### config.mk
export PLATFORM = sky130hd
export DESIGN_NAME = cs_unit
export DESIGN_NICKNAME = d
export VERILOG_FILES = /design/src/rtl/cs_pkg.sv /design/src/rtl/cs_decode.sv /design/src/rtl/cs_cond.sv /design/src/rtl/cs_alu.sv /design/src/rtl/cs_unit.sv
export SDC_FILE = /design/constraint.sdc
export NUM_CORES = 1
export LEC_CHECK = 0
export BUFFER_PORTS_ARGS = -buffer_cell sky130_fd_sc_hd__buf_2
export CORE_MARGIN = 2
export CORE_UTILIZATION = 45
export CTS_CLUSTER_DIAMETER = 50
export DETAILED_ROUTE_END_ITERATION = 16
export MAX_ROUTING_LAYER = met4
export PLACE_DENSITY = 0.79
export SLEW_MARGIN = 30
export SYNTH_ARGS = -nofsm -noshare
export SYNTH_HDL_FRONTEND = slang
export SYNTH_SLANG_ARGS = --single-unit
### constraint.sdc
create_clock -name clk -period 4.3 [get_ports clk]
set_input_delay 0.86 -clock clk [delete_from_list [all_inputs] [get_ports clk]]
set_output_delay 0.86 -clock clk [all_outputs]
set_load 0.03 [all_outputs]
### src/rtl/cs_pkg.sv
package cs_pkg;
  localparam int IDX_W = 4;
  localparam logic [11:0] HI_FIXED = 12'b1110_1010_0101;
  localparam logic [1:0]  MID_FIXED = 2'b10;
  localparam logic [IDX_W-1:0] IDX_ZERO = 4'd15;
  localparam logic [IDX_W-1:0] IDX_RSVD = 4'd13;

  typedef enum logic [1:0] {
    OP_PASS = 2'd0,
    OP_INC  = 2'd1,
    OP_INV  = 2'd2,
    OP_NEG  = 2'd3
  } cs_op_e;

  typedef struct packed {
    logic [IDX_W-1:0] rn;
    logic [IDX_W-1:0] rm;
    logic [IDX_W-1:0] rd;
    logic [3:0]       fcond;
    cs_op_e           op;
    logic             nomatch;
    logic             undef;
  } cs_dec_t;

  typedef struct packed {
    logic n;
    logic z;
    logic c;
    logic v;
  } cs_flags_t;
endpackage

### src/rtl/cs_decode.sv
module cs_decode
  import cs_pkg::*;
(
  input  logic [31:0] instr,
  output cs_dec_t     dec
);
  logic fixed_ok;
  logic rm_rsvd;
  logic bad_field;

  always_comb begin
    dec.rn    = instr[19:16];
    dec.rm    = instr[3:0];
    dec.rd    = instr[11:8];
    dec.fcond = instr[7:4];
    dec.op    = cs_op_e'(instr[13:12]);
  end

  assign fixed_ok  = (instr[31:20] == HI_FIXED) && (instr[15:14] == MID_FIXED);
  assign rm_rsvd   = (instr[3:0] == IDX_RSVD);
  assign bad_field = (instr[11:8] == IDX_RSVD) || (instr[11:8] == IDX_ZERO) ||
                     (instr[19:16] == IDX_RSVD) || (instr[7:5] == 3'b111);

  // rm=13 leaves the family, so it wins over the undefined check
  assign dec.nomatch = !fixed_ok || rm_rsvd;
  assign dec.undef   = fixed_ok && !rm_rsvd && bad_field;
endmodule

### src/rtl/cs_cond.sv
module cs_cond
  import cs_pkg::*;
(
  input  logic [3:0] fcond,
  input  cs_flags_t  flags,
  output logic       pass
);
  logic base;

  // even code tests the base term, odd code its inverse
  always_comb begin
    unique case (fcond[3:1])
      3'd0: base = flags.z;
      3'd1: base = flags.c;
      3'd2: base = flags.n;
      3'd3: base = flags.v;
      3'd4: base = flags.c & ~flags.z;
      3'd5: base = (flags.n == flags.v);
      3'd6: base = ~flags.z & (flags.n == flags.v);
      default: base = 1'b1;
    endcase
  end

  assign pass = base ^ fcond[0];
endmodule

### src/rtl/cs_alu.sv
module cs_alu
  import cs_pkg::*;
#(
  parameter int DATA_W = 32
) (
  input  cs_op_e           op,
  input  logic             a_zero,
  input  logic             b_zero,
  input  logic [DATA_W-1:0] a_in,
  input  logic [DATA_W-1:0] b_in,
  input  logic             pass,
  output logic [DATA_W-1:0] result
);
  localparam logic [DATA_W-1:0] ONE = DATA_W'(1);

  logic [DATA_W-1:0] a_val;
  logic [DATA_W-1:0] b_val;
  logic [DATA_W-1:0] b_inv;
  logic [DATA_W-1:0] b_xf;

  assign a_val = a_zero ? '0 : a_in;
  assign b_val = b_zero ? '0 : b_in;
  assign b_inv = ~b_val;

  // negate shares the inverter: -x = ~x + 1
  always_comb begin
    unique case (op)
      OP_PASS: b_xf = b_val;
      OP_INC:  b_xf = b_val + ONE;
      OP_INV:  b_xf = b_inv;
      default: b_xf = b_inv + ONE;
    endcase
  end

  assign result = pass ? a_val : b_xf;
endmodule

### src/rtl/cs_unit.sv
module cs_unit
  import cs_pkg::*;
#(
  parameter int DATA_W = 32
) (
  input  logic              clk,
  input  logic              rst,
  input  logic              in_valid,
  output logic              in_ready,
  input  logic [31:0]       in_instr,
  input  logic [3:0]        in_flags,
  output logic [IDX_W-1:0]  rn_addr,
  output logic [IDX_W-1:0]  rm_addr,
  input  logic [DATA_W-1:0] rn_data,
  input  logic [DATA_W-1:0] rm_data,
  output logic              out_valid,
  input  logic              out_ready,
  output logic [DATA_W-1:0] out_result,
  output logic [IDX_W-1:0]  out_rd,
  output logic              out_wen,
  output logic              out_undef,
  output logic              out_nomatch
);
  cs_dec_t           dec;
  logic              pass;
  logic [DATA_W-1:0] alu_res;
  logic              legal;
  logic              take;

  cs_decode u_dec (
    .instr (in_instr),
    .dec   (dec)
  );

  cs_cond u_cond (
    .fcond (dec.fcond),
    .flags (cs_flags_t'(in_flags)),
    .pass  (pass)
  );

  cs_alu #(.DATA_W(DATA_W)) u_alu (
    .op     (dec.op),
    .a_zero (dec.rn == IDX_ZERO),
    .b_zero (dec.rm == IDX_ZERO),
    .a_in   (rn_data),
    .b_in   (rm_data),
    .pass   (pass),
    .result (alu_res)
  );

  assign rn_addr  = dec.rn;
  assign rm_addr  = dec.rm;
  assign legal    = !dec.nomatch && !dec.undef;
  assign in_ready = !out_valid || out_ready;
  assign take     = in_valid && in_ready;

  always_ff @(posedge clk) begin
    if (rst) begin
      out_valid <= 1'b0;
      out_wen   <= 1'b0;
    end else if (in_ready) begin
      out_valid <= in_valid;
      out_wen   <= in_valid && legal;
    end
  end

  always_ff @(posedge clk) begin
    if (take) begin
      out_result  <= legal ? alu_res : '0;
      out_rd      <= dec.rd;
      out_undef   <= dec.undef;
      out_nomatch <= dec.nomatch;
    end
  end


  wen_needs_valid_chk: assert property (@(posedge clk) disable iff (rst)
    out_wen |-> out_valid);


  hold_while_stalled_chk: assert property (@(posedge clk) disable iff (rst)
    (out_valid && !out_ready) |=> (out_valid && $stable(out_result) &&
      $stable(out_rd) && $stable(out_wen) && $stable(out_undef) && $stable(out_nomatch)));


  flags_exclusive_chk: assert property (@(posedge clk) disable iff (rst)
    out_valid |-> !(out_undef && out_nomatch));


  no_write_reserved_rd_chk: assert property (@(posedge clk) disable iff (rst)
    out_wen |-> (out_rd != IDX_RSVD && out_rd != IDX_ZERO && !out_undef && !out_nomatch));


  valid_follows_take_chk: assert property (@(posedge clk) disable iff (rst)
    take |=> out_valid);
endmodule

Word level (Yosys, flattened, before mapping)
Cells that the tools add are included.

Add/subtract/negate cells: 2. Eq/ne operators: 18. Muxes and demuxes: 5. Bitwise logic cells: 5. Reduce and logical (&&, ||, !) cells: 18.

Operators with widths (number): 32-bit two-way mux (3); 32-bit one-hot mux with 3 select lines (1); 32-bit by 1-bit adder with 32-bit output, second input constant (2); 32-bit inverter (1); 4-bit equality test, second input constant (6); 12-bit equality test, second input constant (1); 3-bit equality test, second input constant (4); 1-bit one-hot mux with 7 select lines (1); 3-bit by 2-bit equality test with 1-bit output, second input constant (2); 1-bit logical AND (6); 1-bit logical NOT (5); 1-bit logical OR (5); 2-bit equality test, second input constant (2); 3-bit by 1-bit equality test with 1-bit output, second input constant (1); 3-bit logical NOT (1); 1-bit AND (2); 2-bit by 1-bit equality test with 1-bit output, second input constant (1); 2-bit logical NOT (1); 1-bit equality test (1); 1-bit inverter (1); 1-bit bitwise XOR (1).

Flip-flop bits (word level): 40. Input bits: 104. Output and inout port bits: 49. Logic and storage cells: 54.

Longest topological paths before layout
Depth after elaboration: 8. Gate-level depth with buffers: 14. Gate-level depth less buffers: 10.

Hierarchy
From an unflattened synthesis, not the netlist that was laid out.

Cell total of the unflattened synthesis: 444. Area total of the unflattened synthesis: 3843.7 µm².

By module, submodules not included: cs_alu (times used 1, cells each 319, area an instance 2034.5 µm², sequential area each 0.0 µm²); cs_unit (times used 1, cells each 85, area an instance 1496.4 µm², sequential area each 1181.1 µm²); cs_decode (times used 1, cells each 30, area an instance 224.0 µm², sequential area each 0.0 µm²); cs_cond (times used 1, cells each 10, area an instance 88.8 µm², sequential area each 0.0 µm²).

Worst setup path after synthesis
OpenSTA, ideal clock, no wires.

Kind: input-to-reg. Start: input in_instr[3]. End: register out_result[12] (data pin). Setup time: 0.270 ns. Arrival time: 3.859 ns. Data required time: 4.030 ns. Path slack: 0.171 ns. Cell stages on the path: 14. Path buffers: 4. Path through: nand4_1 > clkbuf_1 > buf_1 > clkbuf_1 > nand2_1 > xnor2_1 > ha_1 > nand2_1 > or4b_1 > a22oi_2 > buf_2 > a21oi_1 > o21ai_0 > a21oi_1.

Cells in the longest elaborated chain, start to end: 6. Elaborated cells between the ends (all ways): 15. Classes of those cells: add/sub: 2; eq/ne: 2; mux: 3; bitwise: 1; reduce/logical: 7.

RTL lines: start: declaration (line cs_unit.sv:10) `input logic [31:0] in_instr,`; 4-bit equality test (on tied branches) (line cs_unit.sv:44, cs_decode.sv:20); 32-bit two-way mux / 1-bit logical NOT (equally long branches) (line cs_alu.sv:22, cs_decode.sv:26); 32-bit inverter / 1-bit logical AND (equally long branches) (line cs_alu.sv:23, cs_decode.sv:26); 32-bit by 1-bit adder with 32-bit output / 1-bit logical AND (equally long branches) (line cs_alu.sv:31, cs_decode.sv:26); 32-bit one-hot mux with 3 select lines / 1-bit logical NOT (equally long branches) (line cs_alu.sv:27, cs_unit.sv:53); 32-bit two-way mux / 1-bit logical AND (equally long branches) (line cs_alu.sv:35, cs_unit.sv:53); end signal: assignment (line cs_unit.sv:69) `out_result <= legal ? alu_res : '0;`; end: declaration (line cs_unit.sv:18) `output logic [DATA_W-1:0] out_result,`.

Parallel ways exist; a longest one is shown, timed or not. A chain may end at the register's enable or synchronous reset.

Final worst setup path
Start: input in_instr[13]. End: register out_result[31] (data pin).

Cells in the longest elaborated chain, start to end: 3. Elaborated cells between the ends (all ways): 5. Classes of those cells: eq/ne: 2; mux: 2; reduce/logical: 1.

RTL lines: 2-bit equality test (tied with other cells) (line cs_alu.sv:27) `unique case (op)`; 32-bit one-hot mux with 3 select lines * (line cs_alu.sv:27); 32-bit two-way mux * (line cs_alu.sv:35) `assign result = pass ? a_val : b_xf;`.

Mark *: on every way between the ends. The rest lies on a longest branch, timed or not.

==> results.toml <==
[final_layout]
final_util_pct = 56.3
fin_nets = 686
diodes = 0
drive_above_1_share_pct = 31.3
syn_to_final_growth_pct = 22.2
fillers = 742

[worst_hold_path]
worstHoldPathType = "reg2reg"

[pwr]
p_leak_nw = 1.86
ir_worst_vdd_mv = 0.124
power.density_nw_per_um2 = 232
p_total_mw = 1.06

[sta]
fin_crit_ns = 3.33
maxSlewViolCount = 0
tightest_slew_ns = 0.857
finClkSkew_ns = 0.00430
rsz0062_at_grt = "no"
hold_viol = 0
period_share_pct = 77.4
relSlewSlack_pct = 42.9
fmax_mhz = 301
setup_viol = 0
setup_tns_ns = 0

[clocking]
cts_tree = "done"
cts.clk_slew.worst_paths_ns = 0.08
cts_root_buf = "clkbuf_8"
postCtsSetupRepairBufs = 0
htree_levels = 2
post_cts_resized = 0
clock_path_buffers = 2
postCtsHoldBufs = 0
worstSkewPairLatency_ns = 0.28
cts_sinks = 40
cts_inserted_buffers = 5

[critical_path]
critPathArrivalTime_ns = 3.37
critPathRequiredTime_ns = 4.34
slowest_stage = "or4_1"
crit_path_start_kind = "primary input"
regToRegEndpoint = "out_result[7]$_SDFFCE_PP0P_"
critPathMaxStageDelay_ns = 0.57
cp-startpoint = "in_instr[13]"
setup.worst_path.end_class = "flop"
r2r_slack_ns = 2.34
worstSetupEndpoint = "out_result[31]$_SDFFCE_PP0P_"
reg2reg_depth = 4
path_cells = "buf_2 > nand2b_1 > buf_4 > o21ai_1 > a222oi_1 > nand4_2 > or4_1 > a32o_1"
worstSetupPathType = "in2reg"
r2r-start = "out_valid$_SDFFE_PP0N_"
worst-path-max-fanout = 26

[route]
vias = 4090
drc = 0
drt_iter0_drc = 372
routed_via_density = 5.95
totalWireLength_um = 10900
wl_per_cell_um = 15.9
postRouteAntennaNets = 0
drt_first_pass_iters = 6

[synth]
ys_top_cells_by_count = "nand2_1, edfxtp_1, nand3_1"
yosys.area.top_type = "edfxtp_1"
syn_inst = 453
syn-num-nets = 558
ys_async_sr_fraction_pct = 0
synthFlopType = "edfxtp_1"
ys_ff_latch = 40
syn-cell-area_um2 = 3750
ys_warn_count = 0
yosysSeqAreaShare_pct = 31.5
syn_area_per_cell_um2 = 8.27
ys_types = 62
yosysMostFrequentCell = "nand2_1"
synth_top_area_share_pct = 30.5
synth_area_leaders = "edfxtp_1, xnor2_1, nand2_1"
synth_edf_count = 38

[place]
hpwl_um = 8570
gp_congestion = 0.951
numPortBuffers = 152

[job]
max_cap_viol_count = 0

[floorplan]
row_count = 33
dieArea_um2 = 9070
die_w_um = 95.2
start_util_pct = 46.1
coreArea_um2 = 8130
io_pins = 153
fp.dieH_um = 95.2

[status]
status = "completed"

[global_route]
grt_usage_pct = 24.3
grt_max_degree = 35
grt_first_pass_wirelength_um = 17200
grt_overflow = 0
antenna_found_initial = 0
first_global_vias = 3618
[layout make-up]
| class | instances | area, um2 | share of cell area, % |
|---|---|---|---|
| Clock buffer | 7 | 76.3 | 1.67 |
| Clock inverter | 1 | 5.00 | 0.109 |
| Inverter | 3 | 11.3 | 0.246 |
| Multi-Input combinational cell | 369 | 2340 | 51.1 |
| Sequential cell | 40 | 1180 | 25.8 |
| Tap cell | 105 | 131 | 2.87 |
| Timing Repair Buffer | 162 | 836 | 18.3 |
[power by group]
group	internal, mW	total, mW	switching, mW
Clock	0.114	0.237	0.123
Sequential	0.444	0.448	0.00420
Combinational	0.137	0.375	0.238
Total	0.695	1.06	0.365
[worst max-delay path, delay by kind of cell]
| family | cells | cell delay, ns |
|---|---|---|
| compound gates | 3 | 1.00 |
| buf+inv | 2 | 0.45 |
| simple gates | 3 | 1.06 |
[routing by layer]
layer | global-route usage (%) | vias to the layer above | part of all wire, %
li1 | - | 1977 | -
met1 | 33.2 | 1844 | 43
met2 | 38.3 | 241 | 45
met3 | 2.69 | 28 | 9.8
met4 | 7.00 | 0 | 2.2
met5 | - | - | 0
[per-stage QoR]
step	area [um2]	setup slack (ns)	hold slack [ns]	std cells
global route	4580	0.843	0.497	687
detailed placement	4500	0.705	0.444	679
finish	4580	0.973	0.455	687
global placement	4500	0.834	0.436	679
floorplan	3750	0.171	0.570	453
CTS	4580	0.998	0.455	687
[placed cells by master (no fill, tap or decap), types with 3 or more instances in the layout]
cell,n
a21oi_1,25
a222oi_1,4
a22o_1,9
a22oi_1,7
a31o_1,3
a31oi_1,3
a32o_1,6
and2_1,4
and3_1,6
buf_2,152
buf_4,10
clkbuf_8,5
edfxtp_1,38
inv_1,3
nand2_1,59
nand2b_1,6
nand3_1,33
nand3b_1,3
nand4_1,21
nor2_1,22
nor3_1,3
nor4_1,13
o211ai_1,3
o21ai_0,29
o21ai_1,3
o22ai_1,3
o31ai_1,4
o41ai_1,4
or3_1,7
or4_1,7
xnor2_1,31
xor2_1,18
[logic make-up (layout without fill, tap and decap cells)]
logic type	after synthesis	in the layout	share of synthesized area [%]
AO/OA/AOI/OAI	115	115	20.8
XOR/XNOR	49	49	11.5
adder cells (fa/ha/maj)	1	1	0.334
buffers and inverters	44	173	6.05
flip-flops	40	40	31.5
multiplexers	1	1	0.601
AND/OR/NAND/NOR	203	203	29.2
[worst min-delay path by stage]
stage | start | end | slack, ns | depth (start not counted)
2_1_floorplan | out_wen$_SDFFE_PP0N_ | out_wen$_SDFFE_PP0N_ | 0.57 | 2
3_3_place_gp | out_wen$_SDFFE_PP0N_ | out_wen$_SDFFE_PP0N_ | 0.44 | 2
3_5_place_dp | out_wen$_SDFFE_PP0N_ | out_wen$_SDFFE_PP0N_ | 0.44 | 2
4_1_cts | out_wen$_SDFFE_PP0N_ | out_wen$_SDFFE_PP0N_ | 0.45 | 2
5_1_grt | out_wen$_SDFFE_PP0N_ | out_wen$_SDFFE_PP0N_ | 0.50 | 2
6_report | out_wen$_SDFFE_PP0N_ | out_wen$_SDFFE_PP0N_ | 0.45 | 2
[flip-flops by register name, summed over array words and instances, names as in the netlist]
register and flops:
out_result 32, out_undef 1, out_rd 4, out_valid 1
out_nomatch 1, out_wen 1
(Power assumes the default switching activity.)
